$ cat src/rtl/dds_ldr_pkg.sv
// Shared constants and control-byte layout for the DDS word loader.
// Assumes a byte-sized control field at the top of the word.
package dds_ldr_pkg;
    localparam int BYTE_W  = 8;
    localparam int N_BYTES = 5;
    localparam int WORD_W  = BYTE_W * N_BYTES;
    localparam int TUNE_W  = WORD_W - BYTE_W;
    localparam int PHASE_W = 5;
    localparam int FMT_W   = 2;

    localparam logic [FMT_W-1:0] FMT_SERIAL = 2'b01;

    typedef struct packed {
        logic [PHASE_W-1:0] phase;
        logic               pd;
        logic [FMT_W-1:0]   fmt;
    } ctrl_t;
endpackage

$ cat src/rtl/dds_step_counter.sv
// Position counter that wraps after LIMIT steps.
// Assumes clr has priority over adv, and that reset is synchronous.
module dds_step_counter #(
    parameter int LIMIT = 5,
    localparam int CW = (LIMIT > 1) ? $clog2(LIMIT) : 1
) (
    input  logic          clk,
    input  logic          rst_n,
    input  logic          adv,
    input  logic          clr,
    output logic [CW-1:0] idx
);
    localparam logic [CW-1:0] LAST = CW'(LIMIT - 1);

    // Advance, wrap or restart the position.
    always_ff @(posedge clk) begin
        if (!rst_n || clr)   idx <= '0;
        else if (adv)        idx <= (idx == LAST) ? '0 : idx + 1'b1;
    end

    assert_in_range_R6_R7: assert property (@(posedge clk) disable iff (!rst_n)
        idx <= LAST);
    assert_wrap_R6_R7: assert property (@(posedge clk) disable iff (!rst_n)
        (adv && !clr && idx == LAST) |=> idx == '0);
    assert_restart_R8: assert property (@(posedge clk) disable iff (!rst_n)
        clr |=> idx == '0);
endmodule

$ cat src/rtl/dds_word_regs.sv
// Staging and active word registers.
// Byte writes fill lane (N_BYTES-1-slot), so slot 0 is the top byte.
// Bit writes fill bit ser_idx. Assumes at most one write enable per cycle.
module dds_word_regs #(
    parameter int BYTE_W  = 8,
    parameter int N_BYTES = 5,
    localparam int WORD_W = BYTE_W * N_BYTES,
    localparam int YW     = (N_BYTES > 1) ? $clog2(N_BYTES) : 1,
    localparam int BW     = $clog2(WORD_W)
) (
    input  logic              clk,
    input  logic              rst_n,
    input  logic              par_we,
    input  logic [YW-1:0]     par_idx,
    input  logic [BYTE_W-1:0] par_byte,
    input  logic              ser_we,
    input  logic [BW-1:0]     ser_idx,
    input  logic              ser_bit,
    input  logic              upd,
    output logic [WORD_W-1:0] active_q
);
    logic [WORD_W-1:0] stage_q;
    logic [WORD_W-1:0] stage_d;

    for (genvar j = 0; j < WORD_W; j++) begin : g_bit
        localparam int LANE = j / BYTE_W;
        localparam int SLOT = N_BYTES - 1 - LANE;
        logic par_hit, ser_hit;
        assign par_hit = par_we && (par_idx == YW'(SLOT));
        assign ser_hit = ser_we && (ser_idx == BW'(j));
        assign stage_d[j] = par_hit ? par_byte[j % BYTE_W] :
                            ser_hit ? ser_bit : stage_q[j];
    end

    // Staging register takes the addressed byte or bit.
    always_ff @(posedge clk) begin
        if (!rst_n) stage_q <= '0;
        else        stage_q <= stage_d;
    end

    // Active register copies staging as it stood before the commit edge.
    always_ff @(posedge clk) begin
        if (!rst_n)   active_q <= '0;
        else if (upd) active_q <= stage_q;
    end

    assert_hold_R5: assert property (@(posedge clk) disable iff (!rst_n)
        !upd |=> $stable(active_q));
    assert_commit_R10: assert property (@(posedge clk) disable iff (!rst_n)
        upd |=> active_q == $past(stage_q));
    assert_keep_R11: assert property (@(posedge clk) disable iff (!rst_n)
        (upd && !par_we && !ser_we) |=> $stable(stage_q));
    assert_one_path_R4: assert property (@(posedge clk) disable iff (!rst_n)
        $onehot0({par_we, ser_we}));
endmodule

$ cat src/rtl/dds_word_loader.sv
// Top of the DDS control word loader.
// Routes load strobes to the byte or bit path, based on the committed format.
// A commit restarts both sequences. Assumes all strobes are synchronous one-cycle pulses.
module dds_word_loader
    import dds_ldr_pkg::*;
(
    input  logic               clk,
    input  logic               rst_n,
    input  logic               load_stb,
    input  logic [BYTE_W-1:0]  data_in,
    input  logic               ser_din,
    input  logic               commit_stb,
    output logic [TUNE_W-1:0]  tune_word,
    output logic [PHASE_W-1:0] phase_off,
    output logic               pwr_down,
    output logic               ser_mode
);
    localparam int YW = $clog2(N_BYTES);
    localparam int BW = $clog2(WORD_W);

    logic              par_we, ser_we;
    logic [YW-1:0]     byte_idx;
    logic [BW-1:0]     bit_idx;
    logic [WORD_W-1:0] active;
    ctrl_t             ctrl;

    assign par_we = load_stb && !ser_mode;
    assign ser_we = load_stb &&  ser_mode;

    dds_step_counter #(.LIMIT(N_BYTES)) i_byte_seq (
        .clk(clk), .rst_n(rst_n), .adv(par_we), .clr(commit_stb), .idx(byte_idx)
    );

    dds_step_counter #(.LIMIT(WORD_W)) i_bit_seq (
        .clk(clk), .rst_n(rst_n), .adv(ser_we), .clr(commit_stb), .idx(bit_idx)
    );

    dds_word_regs #(.BYTE_W(BYTE_W), .N_BYTES(N_BYTES)) i_regs (
        .clk(clk), .rst_n(rst_n),
        .par_we(par_we), .par_idx(byte_idx), .par_byte(data_in),
        .ser_we(ser_we), .ser_idx(bit_idx), .ser_bit(ser_din),
        .upd(commit_stb), .active_q(active)
    );

    // Split the active word into the fields the core uses.
    always_comb begin
        ctrl      = ctrl_t'(active[WORD_W-1:TUNE_W]);
        tune_word = active[TUNE_W-1:0];
        phase_off = ctrl.phase;
        pwr_down  = ctrl.pd;
        ser_mode  = (ctrl.fmt == FMT_SERIAL);
    end

    assert_mode_on_commit_R9: assert property (@(posedge clk) disable iff (!rst_n)
        !commit_stb |=> $stable(ser_mode));
    assert_outputs_hold_R5: assert property (@(posedge clk) disable iff (!rst_n)
        !commit_stb |=> $stable({tune_word, phase_off, pwr_down}));
endmodule

$ cat config.mk
export PLATFORM = sky130hd
export DESIGN_NAME = dds_word_loader
export DESIGN_NICKNAME = d
export VERILOG_FILES = /design/src/rtl/dds_ldr_pkg.sv /design/src/rtl/dds_step_counter.sv /design/src/rtl/dds_word_regs.sv /design/src/rtl/dds_word_loader.sv
export SDC_FILE = /design/constraint.sdc
export NUM_CORES = 1
export LEC_CHECK = 0
export BUFFER_PORTS_ARGS = -buffer_cell sky130_fd_sc_hd__buf_2
export CAP_MARGIN = 40
export CELL_PAD_IN_SITES_DETAIL_PLACEMENT = 1
export CELL_PAD_IN_SITES_GLOBAL_PLACEMENT = 2
export CORE_MARGIN = 2
export CORE_UTILIZATION = 28
export CTS_CLUSTER_DIAMETER = 120
export DETAILED_ROUTE_END_ITERATION = 10
export PLACE_DENSITY_LB_ADDON = 0.1
export SYNTH_ARGS = -nofsm -noshare
export SYNTH_HDL_FRONTEND = slang
export SYNTH_SLANG_ARGS = --single-unit
$ cat constraint.sdc
create_clock -name clk -period 2.77 [get_ports clk]
set_input_delay 0.554 -clock clk [delete_from_list [all_inputs] [get_ports clk]]
set_output_delay 0.554 -clock clk [all_outputs]
set_load 0.03 [all_outputs]
Word level (Yosys, flattened, before mapping)
Cells that the tools add are included.
{"block": "op_classes", "n_addsub": 2, "eq_ne": 44, "muxes": 82, "n_reduce_logical": 92}
{"cell": "$eq A6 B5 Y1 const B", "n": 16}
{"cell": "$mux W1", "n": 80}
{"cell": "$reduce_bool A2 Y1", "n": 40}
{"cell": "$eq A6 B4 Y1 const B", "n": 8}
{"cell": "$eq A6 B6 Y1 const B", "n": 8}
{"cell": "$logic_and A1 B1 Y1", "n": 47}
{"cell": "$eq A6 B3 Y1 const B", "n": 4}
{"cell": "$eq A6 B2 Y1 const B", "n": 2}
{"cell": "$add A6 B1 Y6 const B", "n": 1}
{"cell": "$eq A3 B2 Y1 const B", "n": 2}
{"cell": "$eq A6 B1 Y1 const B", "n": 1}
{"cell": "$logic_not A6 Y1", "n": 1}
{"cell": "$mux W6", "n": 1}
{"cell": "$add A3 B1 Y3 const B", "n": 1}
{"cell": "$eq A3 B1 Y1 const B", "n": 1}
{"cell": "$eq A3 B3 Y1 const B", "n": 1}
{"cell": "$logic_not A3 Y1", "n": 1}
{"cell": "$mux W3", "n": 1}
{"cell": "$eq A2 B1 Y1 const B", "n": 1}
{"cell": "$logic_not A1 Y1", "n": 2}
{"cell": "$logic_or A1 B1 Y1", "n": 1}
{"block": "word_totals", "ff_bits": 89, "inputBits": 13, "output_inout_bits": 39, "wordCells": 263}

Logic depth before layout (Yosys ltp)
{"block": "depth", "word_depth": 5, "mapped_depth": 7, "mapped_depth_nobuf": 5}

By module
A second synthesis with hierarchy kept.
{"block": "unflattened", "hier_cells": 442, "hier_area_um2": 4151.5}
{"mod": "dds_word_regs", "instances": 1, "cells_per_inst": 388, "area_per_inst_um2": 3653.5, "seq_area_each_um2": 1601.5}
{"mod": "dds_step_counter at i_bit_seq", "instances": 1, "cells_per_inst": 33, "area_per_inst_um2": 311.5, "seq_area_each_um2": 120.1}
{"mod": "dds_step_counter at i_byte_seq", "instances": 1, "cells_per_inst": 18, "area_per_inst_um2": 160.2, "seq_area_each_um2": 60.1}
{"mod": "dds_word_loader", "instances": 1, "cells_per_inst": 3, "area_per_inst_um2": 26.3, "seq_area_each_um2": 0.0}

Least setup slack after synthesis
No wires, ideal clock.
{"block": "synth_timing", "kind": "flip-flop to output port", "startpoint": "reg i_regs.active_q[32]", "endpoint": "out ser_mode", "arrival_time_ns": 0.953, "t_required_ns": 2.216, "setup_slack_ns": 1.263, "path_stages_with_launch": 5, "path_buffers": 2, "cell_sequence": "dfxtp_1 > nand2b_1 > buf_6 > inv_2 > buf_2"}
{"block": "synth_between", "elab_chain_len": 1}
{"item": "from (decl)", "line": "dds_word_regs.sv:20", "text": "output logic [WORD_W-1:0] active_q"}
{"item": "from (signal assigned)", "line": "dds_word_regs.sv:44", "text": "else if (upd) active_q <= stage_q;"}
{"item": "$eq A2 B1 Y1", "line": "dds_word_loader.sv:51", "text": "ser_mode = (ctrl.fmt == FMT_SERIAL);"}
{"item": "to (decl)", "line": "dds_word_loader.sv:16", "text": "output logic ser_mode"}
No other way between the ends.

Worst setup path in the final report
Ends and elaborated chain as after synthesis.

==> impl.org <==
** Power and ir drop
- Sequential cells burn 48.1% of the power.
- Switching Fraction :: 24.9%
- Total power divided by cell area :: 538 nW/um^2
- Combinational Power Share :: 8.3%
- The worst-case IR drop observed on VDD is 0.285 mV.
- Relative contribution of the clock network to total power :: 43.6%
- Internal power comes to 0.00206 W.
- Net Sw Power :: 0.000683 W
- Summed over all cells, the static leakage comes to 1.93 nW.

** GRT
- In the global route stage, overall resource usage came out at 17.7%.
- The layer flagged by global routing as most heavily used is met2.
- GR Util met2 :: 26.6%
- The first global-routing pass estimated 23.8 mm of wire.
- After global routing the overflow that remains totals 0.
- Global-route met1 utilization :: 25.7%
- Maximum number of pins on one net before global-route repair :: 42
- Antenna violations before repair :: 0
- Global routing consumed, on the met3 layer, 2.66% of the routing resources.
- The via count of the first global-routing pass came to 3869.

** Clock network
- The root buffer cell chosen for the clock tree is sky130_fd_sc_hd__clkbuf_16.
- The clock passes through at most 2 buffers.
- TritonCTS built the clock tree.
- At the later pin of the worst-skew pair, clock insertion delay measures 0.35 ns.
- In this run, post-CTS repair resized a total of 0 instances.
- Hold buffer count at CTS :: 0
- In this run the post-CTS setup repair buffer count came out at 0.
- Clock sink total :: 89
- Total CTS buffers :: 9
- The H-tree was split into 3 levels.
- Clock slew at the register clock pins of the worst setup and hold paths :: 0.06 ns

** Logic synthesis
- List of most frequent post-synthesis cells :: 89 x sky130_fd_sc_hd__dfxtp_1, 42 x sky130_fd_sc_hd__nor2_1, 40 x sky130_fd_sc_hd__mux2i_1, 40 x sky130_fd_sc_hd__nand4_1, 38 x sky130_fd_sc_hd__buf_4
- The most used flip-flop cell after synthesis is sky130_fd_sc_hd__dfxtp_1.
- The mapped netlist covers 4680 um^2.
- Sequential cell area fraction in the yosys report :: 38.1%
- Counting flops with an async set or reset pin after synthesis yields a share of 0%.
- Count of cell types in the netlist :: 43
- Counting flops with a built-in enable in the synthesized netlist gives 0.
- Total number of yosys warnings :: 0
- A synthesized cell averages 9.04 um^2.
- Biggest area contributors in the synthesized netlist :: sky130_fd_sc_hd__dfxtp_1 38%, sky130_fd_sc_hd__mux2i_1 8.6%, sky130_fd_sc_hd__buf_4 6.1%
- Synthesis handed over a netlist of 517 instances.
- The synthesized design spends more area on one cell type than any other, namely sky130_fd_sc_hd__dfxtp_1.
- Register bit count reported by yosys :: 89
- The synthesized design devotes to its leading area cell type 38.1% of total area.
- Most frequent cell after synthesis :: sky130_fd_sc_hd__dfxtp_1
- Total nets after synthesis :: 539

** Worst setup path
- At the worst endpoint, the arrival time is 1.90 ns.
- Flop-to-flop setup slack :: 0.65 ns
- For the worst setup path, the data required time is 2.22 ns.
- Category of the worst setup path capture point :: output pin
- Capture point of the worst reg-to-reg path :: i_regs.stage_q[24]
- Critical path's slowest cell :: sky130_fd_sc_hd__inv_2
- The worst register-to-register path begins at i_bit_seq.idx[0].
- Setup CP Type :: flip-flop to output pin
- Top fanout value on the critical path :: 33
- Walking the worst path, the cells encountered are nand2b_1 > inv_2 > buf_2.
- Crit path largest cell delay :: 0.49 ns
- Measured in cells, the most critical reg-to-reg path has a length of 5.
- The worst setup path is launched from a flip-flop.

** Detailed routing
- Total length of routed wires :: 15.4 mm
- Summing over every cut layer, the via total after detailed routing is 4007.
- For this block, the initial DRC count from the detailed router was 254.
- Once detail routing completed, the nets flagged for antenna violations numbered 0.
- After detailed routing, the number of vias per cell comes to 5.48.
- In the final routed layout, each cell accounts on average for 21.0 um.
- The pre-antenna-repair detailed-routing pass consisted of 5 iterations.
- In the routed design, unresolved DRC markers number 0.

** Timing
- Number of max-slew violations in the final report :: 0
- Slew headroom :: 45.5%
- For the final database, setup skew stands at 0.00556 ns.
- After routing, the total negative slack on setup checks comes to 0 ns.
- Endpoints failing setup :: 0
- Post-route minimum period :: 2.45 ns
- In the finished design, the share of the clock period the worst path needs comes to 88.5%.
- Derived from the worst setup path, the maximum achievable clock frequency is 408 MHz.
- Transition time of the tightest slew-check pin :: 0.817 ns
- The final hold violation count was 0.
- RSZ-0062 raised after global routing :: no

** Min path
- Worst hold path startpoint :: i_regs.stage_q[15]
- The path with the worst hold slack has its endpoint at i_regs.stage_q[15].
- Hold Path Cell Cnt :: 2
- The tightest min-delay check is of the flip-flop to flip-flop type.

** Placement
- Including well taps, the total number of placed cells is 716.
- At the end of routability-driven placement, the weighted congestion stood at 0.816.
- Input and output buffers added on the ports amount to 51.
- Once detailed placement completed, the half-perimeter wirelength came to 10.8 mm.

** Status
- Outcome :: complete, no violations

** Floorplanning
- Pin placement for this block handled 52 I/O pins.
- Starting density of the core :: 28.4%
- The die covers 17700 um^2.
- Die extent in x :: 133 um
- Core area :: 16500 um^2
- Number of placement rows :: 47
- Die Y :: 133 um

** Cells and area
- Final antenna diode count :: 0
- Final Non-Filler Cells :: 731
- Area growth syn-to-layout :: 9.18%
- Utilization of the core after routing :: 31.0%
- Of the cells placed in the final design, the portion with a size suffix greater than 1 is 18.0%.
- Layout net count :: 529

** Flow run
- The tool flagged a number of max-cap violations equal to 0.
-- logic make-up after synthesis --
kind of cell / share of synthesized area [%]
DFF: 38.1
muxes: 8.56
buffers and inverters: 13.0
AOI/OAI and AO/OA: 19.5
xor gates and xnor gates: 0.187
and+or+nand+nor: 18.3
adders and majority gates: 2.41
-- cells in the final DEF, fill, tap and decap left out, types with 5 or more instances in the layout --
cell type / instances
sky130_fd_sc_hd__buf_2: 52
sky130_fd_sc_hd__buf_4: 10
sky130_fd_sc_hd__a21oi_1: 8
sky130_fd_sc_hd__nor2b_1: 8
sky130_fd_sc_hd__o31ai_1: 26
sky130_fd_sc_hd__a31oi_1: 23
sky130_fd_sc_hd__inv_1: 28
sky130_fd_sc_hd__nand2b_1: 10
sky130_fd_sc_hd__a31o_2: 7
sky130_fd_sc_hd__nand4_1: 40
sky130_fd_sc_hd__mux2i_1: 40
sky130_fd_sc_hd__dfxtp_1: 89
sky130_fd_sc_hd__o21ai_0: 7
sky130_fd_sc_hd__nor2_1: 42
sky130_fd_sc_hd__ha_1: 9
sky130_fd_sc_hd__clkbuf_16: 9
sky130_fd_sc_hd__nand2_1: 8
sky130_fd_sc_hd__o221ai_1: 14
sky130_fd_sc_hd__nand3_1: 5
sky130_fd_sc_hd__o41ai_1: 30
-- state kept, by name, indices dropped and copies added, names as in the netlist --
register / cells
i_regs.active_q: 40
i_regs.stage_q: 40
i_bit_seq.idx: 6
i_byte_seq.idx: 3
-- per-stage QoR --
stage	area (um^2)	worst slack [ns]	power [W]	hold WS (ns)
5_1_grt	5100	0.172	0.00288	0.498
2_1_floorplan	4680	1.26	0.00150	0.440
6_report	5100	0.317	0.00275	0.472
4_1_cts	5100	0.324	0.00280	0.481
3_5_place_dp	4830	0.584	0.00158	0.470
3_3_place_gp	4810	0.674	0.00158	0.466
-- worst max-delay path: cells and delay by family (launching register included) --
family	cells	cell delay [ns]
buf+inv	2	0.80
flops	1	0.48
simple gates	1	0.26
-- cell type report --
cell class / count / area (um^2)
clock buffers: 11 / 233
clock inverters: 4 / 45.0
fillers: 1915 / 11400
inverters: 30 / 113
multi-input cells: 313 / 2290
flip-flops and latches: 89 / 1780
well taps: 220 / 275
repair buffers: 64 / 370
-- power groups by stage --
stage	combinational, W	clock, W	sequential (W)
after floorplan	0.000160	0	0.00134
after global placement	0.000226	0	0.00135
after detailed placement	0.000229	0	0.00135
after CTS	0.000230	0.00125	0.00132
after global routing	0.000246	0.00131	0.00132
final	0.000228	0.00120	0.00132
-- metal layers --
metal  wire [um]  part of all wire [%]
met5           0                     0
met4         321                   2.1
met3         689                   4.5
met2        6760                    44
met1        7600                    49
-- how the worst max path moves through the flow --
stage	startpoint	endpoint	slack, ns
finish	i_regs.active_q[32]	ser_mode	0.32
global route	i_regs.active_q[32]	ser_mode	0.17
CTS	i_regs.active_q[32]	ser_mode	0.32
detailed placement	load_stb	i_regs.stage_q[2]	0.58
global placement	load_stb	i_regs.stage_q[2]	0.67
floorplan	i_regs.active_q[32]	ser_mode	1.26
Power figures use the tool's default switching activity.
